### config.mk
export PLATFORM = sky130hd
export DESIGN_NAME = ixp_parser
export DESIGN_NICKNAME = d
export VERILOG_FILES = /design/src/rtl/ixp_pkg.sv /design/src/rtl/ixp_prefix_unit.sv /design/src/rtl/ixp_le_accum.sv /design/src/rtl/ixp_parser.sv
export SDC_FILE = /design/constraint.sdc
export NUM_CORES = 1
export LEC_CHECK = 0
export BUFFER_PORTS_ARGS = -buffer_cell sky130_fd_sc_hd__clkbuf_2
export CAP_MARGIN = 20
export CORE_UTILIZATION = 30
export DETAILED_ROUTE_END_ITERATION = 7
export GPL_ROUTABILITY_DRIVEN = 1
export GPL_TIMING_DRIVEN = 1
export SLEW_MARGIN = 20
export SYNTH_ARGS = -nofsm -noshare
export SYNTH_HDL_FRONTEND = slang
export SYNTH_SLANG_ARGS = --single-unit
### constraint.sdc
create_clock -name clk -period 5.4 [get_ports clk]
set_input_delay 0.81 -clock clk [delete_from_list [all_inputs] [get_ports clk]]
set_output_delay 0.81 -clock clk [all_outputs]
set_load 0.01 [all_outputs]
### src/rtl/ixp_pkg.sv
package ixp_pkg;

    localparam int DISP_W = 32;
    localparam int IMM_W  = 32;

    typedef enum logic [2:0] {
        S_PFX, S_OP2, S_MODRM, S_SIB, S_DISP, S_IMM
    } pstate_e;

    typedef enum logic [1:0] {
        SZ8  = 2'd0,
        SZ16 = 2'd1,
        SZ32 = 2'd2,
        SZ64 = 2'd3
    } opsz_e;

    typedef struct packed {
        logic known;
        logic needs_modrm;
        logic needs_imm;
    } opinfo_t;

    typedef struct packed {
        logic        illegal;
        logic [3:0]  pfx;
        logic        rex_vld;
        logic [3:0]  rex;
        logic [15:0] opcode;
        logic        reg_dst;
        opsz_e       size;
        logic        has_modrm;
        logic [7:0]  modrm;
        logic        has_sib;
        logic [7:0]  sib;
        logic [31:0] disp;
        logic [31:0] imm;
    } rec_t;

    // Supported opcode subset: {known, ModR/M follows, immediate follows}
    function automatic opinfo_t op_lookup(input logic two, input logic [7:0] b);
        opinfo_t r;
        r = '0;
        if (!two) begin
            if (b[7:2] == 6'b000000 || b[7:2] == 6'b100010) r = '{1'b1, 1'b1, 1'b0};
            else if (b == 8'h04 || b == 8'h05)              r = '{1'b1, 1'b0, 1'b1};
            else if (b == 8'hC6 || b == 8'hC7)              r = '{1'b1, 1'b1, 1'b1};
            else if (b == 8'h90)                            r = '{1'b1, 1'b0, 1'b0};
        end else begin
            if (b == 8'hAF)      r = '{1'b1, 1'b1, 1'b0};
            else if (b == 8'h05) r = '{1'b1, 1'b0, 1'b0};
        end
        return r;
    endfunction

    // {is legacy prefix, group index}
    function automatic logic [2:0] pfx_class(input logic [7:0] b);
        case (b)
            8'hF0, 8'hF2, 8'hF3:                      return 3'b100;
            8'h26, 8'h2E, 8'h36, 8'h3E, 8'h64, 8'h65: return 3'b101;
            8'h66:                                    return 3'b110;
            8'h67:                                    return 3'b111;
            default:                                  return 3'b000;
        endcase
    endfunction

    function automatic logic [2:0] disp_bytes(input logic [1:0] mode, input logic [2:0] sel);
        if (mode == 2'd1)                    return 3'd1;
        else if (mode == 2'd2)               return 3'd4;
        else if (mode == 2'd0 && sel == 3'd5) return 3'd4;
        else                                 return 3'd0;
    endfunction

    function automatic logic [31:0] widen(input logic [31:0] v, input logic [2:0] n);
        case (n)
            3'd1:    return {{24{v[7]}}, v[7:0]};
            3'd2:    return {{16{v[15]}}, v[15:0]};
            default: return v;
        endcase
    endfunction

endpackage

### src/rtl/ixp_prefix_unit.sv
module ixp_prefix_unit
    import ixp_pkg::*;
(
    input  logic       clk,
    input  logic       rst,
    input  logic       clr,
    input  logic       take,
    input  logic [7:0] byte_i,
    output logic       is_pfx_o,
    output logic       is_rex_o,
    output logic       dup_o,
    output logic [3:0] mask_o,
    output logic       rex_vld_o,
    output logic [3:0] rex_o
);

    logic [2:0] cls;
    logic [3:0] mask_q;
    logic       rex_vld_q;
    logic [3:0] rex_q;

    assign cls       = pfx_class(byte_i);
    assign is_pfx_o  = cls[2];
    assign is_rex_o  = (byte_i[7:4] == 4'h4);
    assign dup_o     = cls[2] && mask_q[cls[1:0]];
    assign mask_o    = mask_q;
    assign rex_vld_o = rex_vld_q;
    assign rex_o     = rex_q;

    always_ff @(posedge clk) begin
        if (rst || clr) begin
            mask_q    <= '0;
            rex_vld_q <= 1'b0;
            rex_q     <= '0;
        end else if (take) begin
            if (cls[2]) begin
                mask_q[cls[1:0]] <= 1'b1;
                rex_vld_q        <= 1'b0;
            end else if (is_rex_o) begin
                rex_vld_q <= 1'b1;
                rex_q     <= byte_i[3:0];
            end
        end
    end

    // group bits only accumulate within an instruction
    a_r2_mask_grows: assert property (@(posedge clk) disable iff (rst)
        !clr |=> ((mask_q & $past(mask_q)) == $past(mask_q)));

    // a legacy prefix discards any pending REX
    a_r11_rex_dropped: assert property (@(posedge clk) disable iff (rst)
        (take && is_pfx_o && !clr) |=> !rex_vld_q);

endmodule

### src/rtl/ixp_le_accum.sv
module ixp_le_accum #(
    parameter int W = 32,
    localparam int IW = $clog2(W / 8)
) (
    input  logic          clk,
    input  logic          rst,
    input  logic          clr,
    input  logic          load,
    input  logic [IW-1:0] idx,
    input  logic [7:0]    byte_i,
    output logic [W-1:0]  acc_n
);

    logic [W-1:0] acc_q;

    always_comb begin
        acc_n = acc_q;
        if (load) acc_n[idx*8 +: 8] = byte_i;
    end

    always_ff @(posedge clk) begin
        if (rst || clr) acc_q <= '0;
        else            acc_q <= acc_n;
    end

endmodule

### src/rtl/ixp_parser.sv
module ixp_parser
    import ixp_pkg::*;
#(
    parameter int MAX_LEN = 15,
    localparam int LEN_W = $clog2(MAX_LEN + 1)
) (
    input  logic             clk,
    input  logic             rst,
    input  logic             in_valid,
    input  logic [7:0]       in_byte,
    output logic             in_ready,
    output logic             out_valid,
    output logic             out_illegal,
    output logic [LEN_W-1:0] out_len,
    output logic [3:0]       out_pfx,
    output logic             out_rex_vld,
    output logic [3:0]       out_rex,
    output logic [15:0]      out_opcode,
    output logic             out_reg_dst,
    output logic [1:0]       out_size,
    output logic             out_has_modrm,
    output logic [1:0]       out_mod,
    output logic [2:0]       out_reg,
    output logic [2:0]       out_rm,
    output logic             out_has_sib,
    output logic [3:0]       out_scale,
    output logic [2:0]       out_index,
    output logic [2:0]       out_base,
    output logic [31:0]      out_disp,
    output logic [31:0]      out_imm
);

    pstate_e          st_q, st_n;
    logic [LEN_W-1:0] len_q, len_n;
    logic [15:0]      op_q, op_n;
    opsz_e            size_q, size_n, size_new;
    logic             hm_q, hm_n, hs_q, hs_n;
    logic [7:0]       modrm_q, modrm_n, sib_q, sib_n;
    logic [2:0]       dlen_q, dlen_n, ilen_q, ilen_n, ilen_new;
    logic [1:0]       idx_q, idx_n;
    logic             done, fail, take, do_op, finish;
    opinfo_t          info;

    logic       is_pfx, is_rex, dup, rex_vld;
    logic [3:0] pmask, rex;
    logic [DISP_W-1:0] disp_acc;
    logic [IMM_W-1:0]  imm_acc;

    rec_t             rec_q, rec_n;
    logic             valid_q;
    logic [LEN_W-1:0] olen_q;

    assign in_ready = 1'b1;
    assign finish   = done || fail;

    ixp_prefix_unit u_pfx (
        .clk(clk), .rst(rst), .clr(finish), .take(take), .byte_i(in_byte),
        .is_pfx_o(is_pfx), .is_rex_o(is_rex), .dup_o(dup),
        .mask_o(pmask), .rex_vld_o(rex_vld), .rex_o(rex)
    );

    ixp_le_accum #(.W(DISP_W)) u_disp (
        .clk(clk), .rst(rst), .clr(finish),
        .load(in_valid && st_q == S_DISP), .idx(idx_q), .byte_i(in_byte),
        .acc_n(disp_acc)
    );

    ixp_le_accum #(.W(IMM_W)) u_imm (
        .clk(clk), .rst(rst), .clr(finish),
        .load(in_valid && st_q == S_IMM), .idx(idx_q), .byte_i(in_byte),
        .acc_n(imm_acc)
    );

    assign info     = op_lookup(st_q == S_OP2, in_byte);
    assign size_new = !in_byte[0]           ? SZ8  :
                      (rex_vld && rex[3])   ? SZ64 :
                      pmask[2]              ? SZ16 : SZ32;
    assign ilen_new = (size_new == SZ8) ? 3'd1 : (size_new == SZ16) ? 3'd2 : 3'd4;
    assign len_n    = len_q + 1'b1;

    always_comb begin
        st_n = st_q;  op_n = op_q;  size_n = size_q;
        hm_n = hm_q;  modrm_n = modrm_q;  hs_n = hs_q;  sib_n = sib_q;
        dlen_n = dlen_q;  ilen_n = ilen_q;  idx_n = idx_q;
        done = 1'b0;  fail = 1'b0;  take = 1'b0;  do_op = 1'b0;
        if (in_valid) begin
            case (st_q)
                S_PFX: begin
                    if (is_pfx && dup)          fail = 1'b1;
                    else if (is_pfx || is_rex)  take = 1'b1;
                    else if (in_byte == 8'h0F) begin
                        op_n = 16'h0F00;
                        st_n = S_OP2;
                    end else begin
                        op_n  = {8'h00, in_byte};
                        do_op = 1'b1;
                    end
                end
                S_OP2: begin
                    op_n  = {8'h0F, in_byte};
                    do_op = 1'b1;
                end
                S_MODRM: begin
                    modrm_n = in_byte;
                    if (in_byte[7:6] != 2'd3 && in_byte[2:0] == 3'd4) begin
                        hs_n = 1'b1;
                        st_n = S_SIB;
                    end else begin
                        dlen_n = disp_bytes(in_byte[7:6], in_byte[2:0]);
                        if (dlen_n != 3'd0)      st_n = S_DISP;
                        else if (ilen_q != 3'd0) st_n = S_IMM;
                        else                     done = 1'b1;
                    end
                end
                S_SIB: begin
                    sib_n  = in_byte;
                    dlen_n = disp_bytes(modrm_q[7:6], in_byte[2:0]);
                    if (dlen_n != 3'd0)      st_n = S_DISP;
                    else if (ilen_q != 3'd0) st_n = S_IMM;
                    else                     done = 1'b1;
                end
                S_DISP: begin
                    idx_n = idx_q + 2'd1;
                    if (({1'b0, idx_q} + 3'd1) == dlen_q) begin
                        idx_n = 2'd0;
                        if (ilen_q != 3'd0) st_n = S_IMM;
                        else                done = 1'b1;
                    end
                end
                default: begin
                    idx_n = idx_q + 2'd1;
                    if (({1'b0, idx_q} + 3'd1) == ilen_q) done = 1'b1;
                end
            endcase
            if (do_op) begin
                if (!info.known) begin
                    fail = 1'b1;
                end else begin
                    size_n = size_new;
                    hm_n   = info.needs_modrm;
                    ilen_n = info.needs_imm ? ilen_new : 3'd0;
                    if (info.needs_modrm)    st_n = S_MODRM;
                    else if (info.needs_imm) st_n = S_IMM;
                    else                     done = 1'b1;
                end
            end
            if (!done && !fail && len_n == LEN_W'(MAX_LEN)) fail = 1'b1;
        end
    end

    always_ff @(posedge clk) begin
        if (rst || finish) begin
            st_q <= S_PFX;  len_q <= '0;  op_q <= '0;  size_q <= SZ8;
            hm_q <= 1'b0;  modrm_q <= '0;  hs_q <= 1'b0;  sib_q <= '0;
            dlen_q <= '0;  ilen_q <= '0;  idx_q <= '0;
        end else if (in_valid) begin
            st_q <= st_n;  len_q <= len_n;  op_q <= op_n;  size_q <= size_n;
            hm_q <= hm_n;  modrm_q <= modrm_n;  hs_q <= hs_n;  sib_q <= sib_n;
            dlen_q <= dlen_n;  ilen_q <= ilen_n;  idx_q <= idx_n;
        end
    end

    always_comb begin
        rec_n.illegal   = fail;
        rec_n.pfx       = pmask;
        rec_n.rex_vld   = rex_vld;
        rec_n.rex       = rex;
        rec_n.opcode    = op_n;
        rec_n.reg_dst   = op_n[1];
        rec_n.size      = size_n;
        rec_n.has_modrm = hm_n;
        rec_n.modrm     = modrm_n;
        rec_n.has_sib   = hs_n;
        rec_n.sib       = sib_n;
        rec_n.disp      = widen(disp_acc, dlen_n);
        rec_n.imm       = widen(imm_acc, ilen_n);
    end

    always_ff @(posedge clk) begin
        if (rst) begin
            valid_q <= 1'b0;
            rec_q   <= '0;
            olen_q  <= '0;
        end else begin
            valid_q <= finish;
            if (finish) begin
                rec_q  <= rec_n;
                olen_q <= len_n;
            end
        end
    end

    assign out_valid     = valid_q;
    assign out_illegal   = rec_q.illegal;
    assign out_len       = olen_q;
    assign out_pfx       = rec_q.pfx;
    assign out_rex_vld   = rec_q.rex_vld;
    assign out_rex       = rec_q.rex;
    assign out_opcode    = rec_q.opcode;
    assign out_reg_dst   = rec_q.reg_dst;
    assign out_size      = rec_q.size;
    assign out_has_modrm = rec_q.has_modrm;
    assign out_mod       = rec_q.modrm[7:6];
    assign out_reg       = rec_q.modrm[5:3];
    assign out_rm        = rec_q.modrm[2:0];
    assign out_has_sib   = rec_q.has_sib;
    assign out_scale     = 4'b0001 << rec_q.sib[7:6];
    assign out_index     = rec_q.sib[5:3];
    assign out_base      = rec_q.sib[2:0];
    assign out_disp      = rec_q.disp;
    assign out_imm       = rec_q.imm;

    // the in-flight byte count never reaches the cap
    a_r12_len_bound: assert property (@(posedge clk) disable iff (rst)
        len_q < LEN_W'(MAX_LEN));

    // a record always carries at least one byte
    a_r13_len_nonzero: assert property (@(posedge clk) disable iff (rst)
        out_valid |-> (out_len != '0));

    // byte-sized opcode gives 8-bit size
    a_r4_byte_size: assert property (@(posedge clk) disable iff (rst)
        (out_valid && !out_illegal && !out_opcode[0]) |-> (out_size == 2'd0));

    // 64-bit size only with REX.W and a wide opcode
    a_r5_wide: assert property (@(posedge clk) disable iff (rst)
        (out_valid && !out_illegal && out_size == 2'd3) |-> (out_rex_vld && out_rex[3] && out_opcode[0]));

    // SIB only for memory forms with R/M = 4
    a_r8_sib_cond: assert property (@(posedge clk) disable iff (rst)
        (out_valid && !out_illegal && out_has_sib) |-> (out_mod != 2'd3 && out_rm == 3'd4));

    // an 8-bit displacement is sign-extended
    a_r9_disp8_ext: assert property (@(posedge clk) disable iff (rst)
        (out_valid && !out_illegal && out_has_modrm && out_mod == 2'd1)
        |-> (out_disp[31:7] == '0 || out_disp[31:7] == '1));

endmodule

==> impl_metrics.prom <==
# TYPE chip_impl_metric gauge
chip_impl_info{name="outcome",value="finished, final reports clean"} 1
chip_impl_metric{name="timing.reg2reg.worst_path_depth",unit=""} 11
chip_impl_metric{name="timing.clock.skew",unit="ps"} 11.5
chip_impl_metric{name="p_per_area",unit="mW/mm^2"} 330
chip_impl_info{name="synth_area_leaders",value="dfxtp_1 (46%), nor2_1 (9.5%), buf_4 (7.5%)"} 1
chip_impl_info{name="yosys-top-cells-count",value="nor2_1 (266), dfxtp_1 (239), buf_4 (105), nand2_1 (101), a21oi_1 (85)"} 1
chip_impl_metric{name="finalInstanceArea",unit="mm^2"} 0.0115
chip_impl_metric{name="via_per_inst",unit=""} 4.85
chip_impl_metric{name="finalMaxSlewViolations",unit=""} 0
chip_impl_metric{name="insertion_delay_to_the_later_sink_of_the_worst_skew_pair",unit="ps"} 520
chip_impl_info{name="synth.most_common_cell",value="nor2_1"} 1
chip_impl_metric{name="relative_slew_slack",unit="%"} 32.1
chip_impl_info{name="ys.flop_type",value="dfxtp_1"} 1
chip_impl_metric{name="grt_first_pass_wirelength",unit="um"} 43300
chip_impl_metric{name="initial_utilization",unit="%"} 30.4
chip_impl_info{name="unrepaired_setup_endpoints_after_global_routing",value="false"} 1
chip_impl_info{name="min_path_type",value="reg2reg"} 1
chip_impl_info{name="critPathKind",value="reg2reg"} 1
chip_impl_metric{name="power.total",unit="mW"} 3.80
chip_impl_metric{name="synthesized_instance_count",unit=""} 1245
chip_impl_metric{name="worstPathRequired",unit="ps"} 5870
chip_impl_metric{name="postCtsSetupBuffers",unit=""} 0
chip_impl_info{name="r2r-start",value="idx_q[0]"} 1
chip_impl_metric{name="number_of_global_route_vias_before_repair",unit=""} 7625
chip_impl_metric{name="design.core.area",unit="mm^2"} 0.0345
chip_impl_metric{name="post_cts_resized",unit=""} 0
chip_impl_metric{name="worst_path_largest_cell_delay",unit="ps"} 690
chip_impl_metric{name="synth-edff-count",unit=""} 0
chip_impl_metric{name="setup.reg_to_reg.worst_slack",unit="ps"} 1320
chip_impl_metric{name="ir_drop",unit="uV"} 186
chip_impl_metric{name="hold_violations_final",unit=""} 0
chip_impl_metric{name="io_pins",unit=""} 130
chip_impl_info{name="critical_path.slowest_cell",value="o31a_2"} 1
chip_impl_metric{name="grt.total_usage",unit="%"} 15.3
chip_impl_metric{name="fp-row-count",unit=""} 68
chip_impl_metric{name="avgSynthCellArea",unit="um^2"} 8.43
chip_impl_metric{name="tightest_slew",unit="ps"} 1010
chip_impl_metric{name="grt_antenna_before_repair",unit=""} 0
chip_impl_metric{name="worst-path-max-fanout",unit=""} 37
chip_impl_info{name="yosysTopAreaCell",value="dfxtp_1"} 1
chip_impl_metric{name="detailedRoute.firstIterationViolations",unit=""} 597
chip_impl_info{name="path_cells",value="inv_1 > ha_1 > xor2_1 > nor4_1 > a41oi_1 > a21boi_0 > o21ai_1 > o31a_2 > nand2b_2 > a21oi_2 > a221o_1"} 1
chip_impl_metric{name="layout.core_utilization",unit="%"} 33.4
chip_impl_metric{name="wire_per_inst",unit="um"} 16.5
chip_impl_metric{name="tritoncts.num_buffers",unit=""} 25
chip_impl_metric{name="cts_hold_repair.buffers",unit=""} 0
chip_impl_metric{name="arrival",unit="ps"} 4550
chip_impl_metric{name="postSynthRegisterBits",unit=""} 239
chip_impl_metric{name="final_net_count",unit=""} 1244
chip_impl_metric{name="setup_tns",unit="ps"} 0
chip_impl_metric{name="clock.fmax",unit="GHz"} 0.245
chip_impl_metric{name="yosys.area.top_type_share",unit="%"} 45.6
chip_impl_metric{name="ys_types",unit=""} 75
chip_impl_metric{name="placed_area",unit="mm^2"} 0.0107
chip_impl_metric{name="flow.area_growth_from_synthesis",unit="%"} 9.61
chip_impl_metric{name="routed_wirelength",unit="um"} 28000
chip_impl_metric{name="chipWidth",unit="um"} 189
chip_impl_metric{name="antennaDiodeCount",unit=""} 0
chip_impl_metric{name="final_clock_period_utilization_by_the_worst_path",unit="%"} 75.6
chip_impl_info{name="worst_hold_path.endpoint",value="out_disp[11]"} 1
chip_impl_metric{name="die_y",unit="um"} 189
chip_impl_info{name="cts_root_buf",value="clkbuf_16"} 1
chip_impl_metric{name="finalSetupViolations",unit=""} 0
chip_impl_metric{name="post-route-drc-count",unit=""} 0
chip_impl_metric{name="syn-cell-area",unit="mm^2"} 0.0105
chip_impl_metric{name="drive_above_1_share",unit="%"} 17.7
chip_impl_info{name="rr_endpoint",value="out_imm[25]"} 1
chip_impl_metric{name="clock-sinks",unit=""} 239
chip_impl_info{name="end_kind",value="flip-flop"} 1
chip_impl_metric{name="die-area",unit="mm^2"} 0.0357
chip_impl_metric{name="net_count_after_synthesis",unit=""} 1264
chip_impl_metric{name="worst_hold_path.num_cells",unit=""} 2
chip_impl_metric{name="time_the_final_worst_path_needs_with_i_o_delays_and_setup",unit="ps"} 4080
chip_impl_metric{name="num_vias",unit=""} 8229
chip_impl_metric{name="cellLeakagePower",unit="nW"} 4.67
chip_impl_metric{name="drt.antenna.violating_nets",unit=""} 0
chip_impl_metric{name="drt_first_pass_iters",unit=""} 5
chip_impl_metric{name="cts_max_path_buffers",unit=""} 3
chip_impl_metric{name="drv.max_cap_violation_count",unit=""} 0
chip_impl_info{name="start_kind",value="flip-flop"} 1
chip_impl_metric{name="postSynth.asyncResetShare",unit="%"} 0
chip_impl_metric{name="largest_net_degree_at_the_start_of_global_routing",unit=""} 79
chip_impl_metric{name="cts.htree.levels",unit=""} 1
chip_impl_metric{name="synth-seq-area-share",unit="%"} 45.6
chip_impl_metric{name="gpl.final_weighted_congestion",unit=""} 0.931
chip_impl_metric{name="port_buffers",unit=""} 128
chip_impl_metric{name="yosys_warnings",unit=""} 0
chip_impl_metric{name="half_perimeter_wire_length_after_placement",unit="um"} 19600
chip_impl_info{name="tritoncts",value="yes"} 1
chip_impl_metric{name="path_clk_slew",unit="ps"} 60
chip_impl_info{name="hp-start",value="out_disp[11]"} 1
chip_impl_metric{name="grt_overflow",unit=""} 0
==> cells by family (layout without fill, tap and decap cells) <==
group / Yosys count / in the layout / share of synthesized area, %
and+or+nand+nor: 494 / 494 / 21.1
AOI/OAI and AO/OA: 247 / 247 / 15.8
other: 1 / 1 / 0.0357
muxes: 41 / 41 / 4.02
buffers and inverters: 202 / 197 / 11.4
xor gates and xnor gates: 13 / 13 / 1.09
DFF: 239 / 239 / 45.6
adders and majority gates: 8 / 8 / 0.954
==> worst max path at each step <==
stage,end,startpoint,slack [ps]
after global placement,out_imm[28],in_byte[5],1190
after global routing,out_imm[17],idx_q[0],970
after floorplan,out_imm[24],idx_q[0],2230
after CTS,out_imm[25],idx_q[0],1330
after detailed placement,out_imm[22],in_byte[6],1070
final,out_imm[25],idx_q[0],1320
==> worst max-delay path: cells and delay by family, from the launching register on <==
kind | cells | cell delay, ps
flip-flops | 1 | 580
XOR/XNOR | 1 | 190
AO/OA/AOI/OAI | 6 | 2030
adder cells (fa/ha/maj) | 1 | 480
buffers and inverters | 1 | 250
AND/OR/NAND/NOR | 2 | 500
==> layer usage <==
metal	vias to the layer above	GRT usage [%]	routed length, um	part of all wire [%]
met5	-	0	0	0
met4	0	3.88	664	2.4
met3	50	2.78	1820	6.5
met2	240	24.8	12700	45
met1	3854	20.8	12800	46
li1	4085	-	-	-
==> power by group <==
group	switching (mW)	internal, mW
Sequential	0.0258	1.81
Combinational	0.204	0.0933
Clock	0.707	0.963
==> through the flow <==
step	hold WS, ps	setup WS, ps	std cells
3_5_place_dp	444	1070	1653
5_1_grt	474	967	1695
6_report	454	1320	1695
4_1_cts	455	1330	1695
2_1_floorplan	424	2230	1245
3_3_place_gp	439	1190	1653
==> area by class of cell <==
type                    instances  area (um^2)
clock buffers                  31          698
clock inverters                11         93.8
fillers                      3608        23000
inverters                      14         52.6
multi-input cells             804         4530
flip-flops and latches        239         4780
well taps                     455          569
repair buffers                141          766
==> placed cells by master, fill, tap and decap left out, drive strengths merged, types with 13 or more instances in the layout <==
master,count
a22oi,13
and2,33
o21ai,30
mux2i,32
a21oi,86
a221o,16
clkbuf,158
nand3,23
dfxtp,239
o21a,19
buf,14
inv,16
nor2,266
a211oi,52
nand2,103
Note: power is estimated with default switching activity, not from simulation.
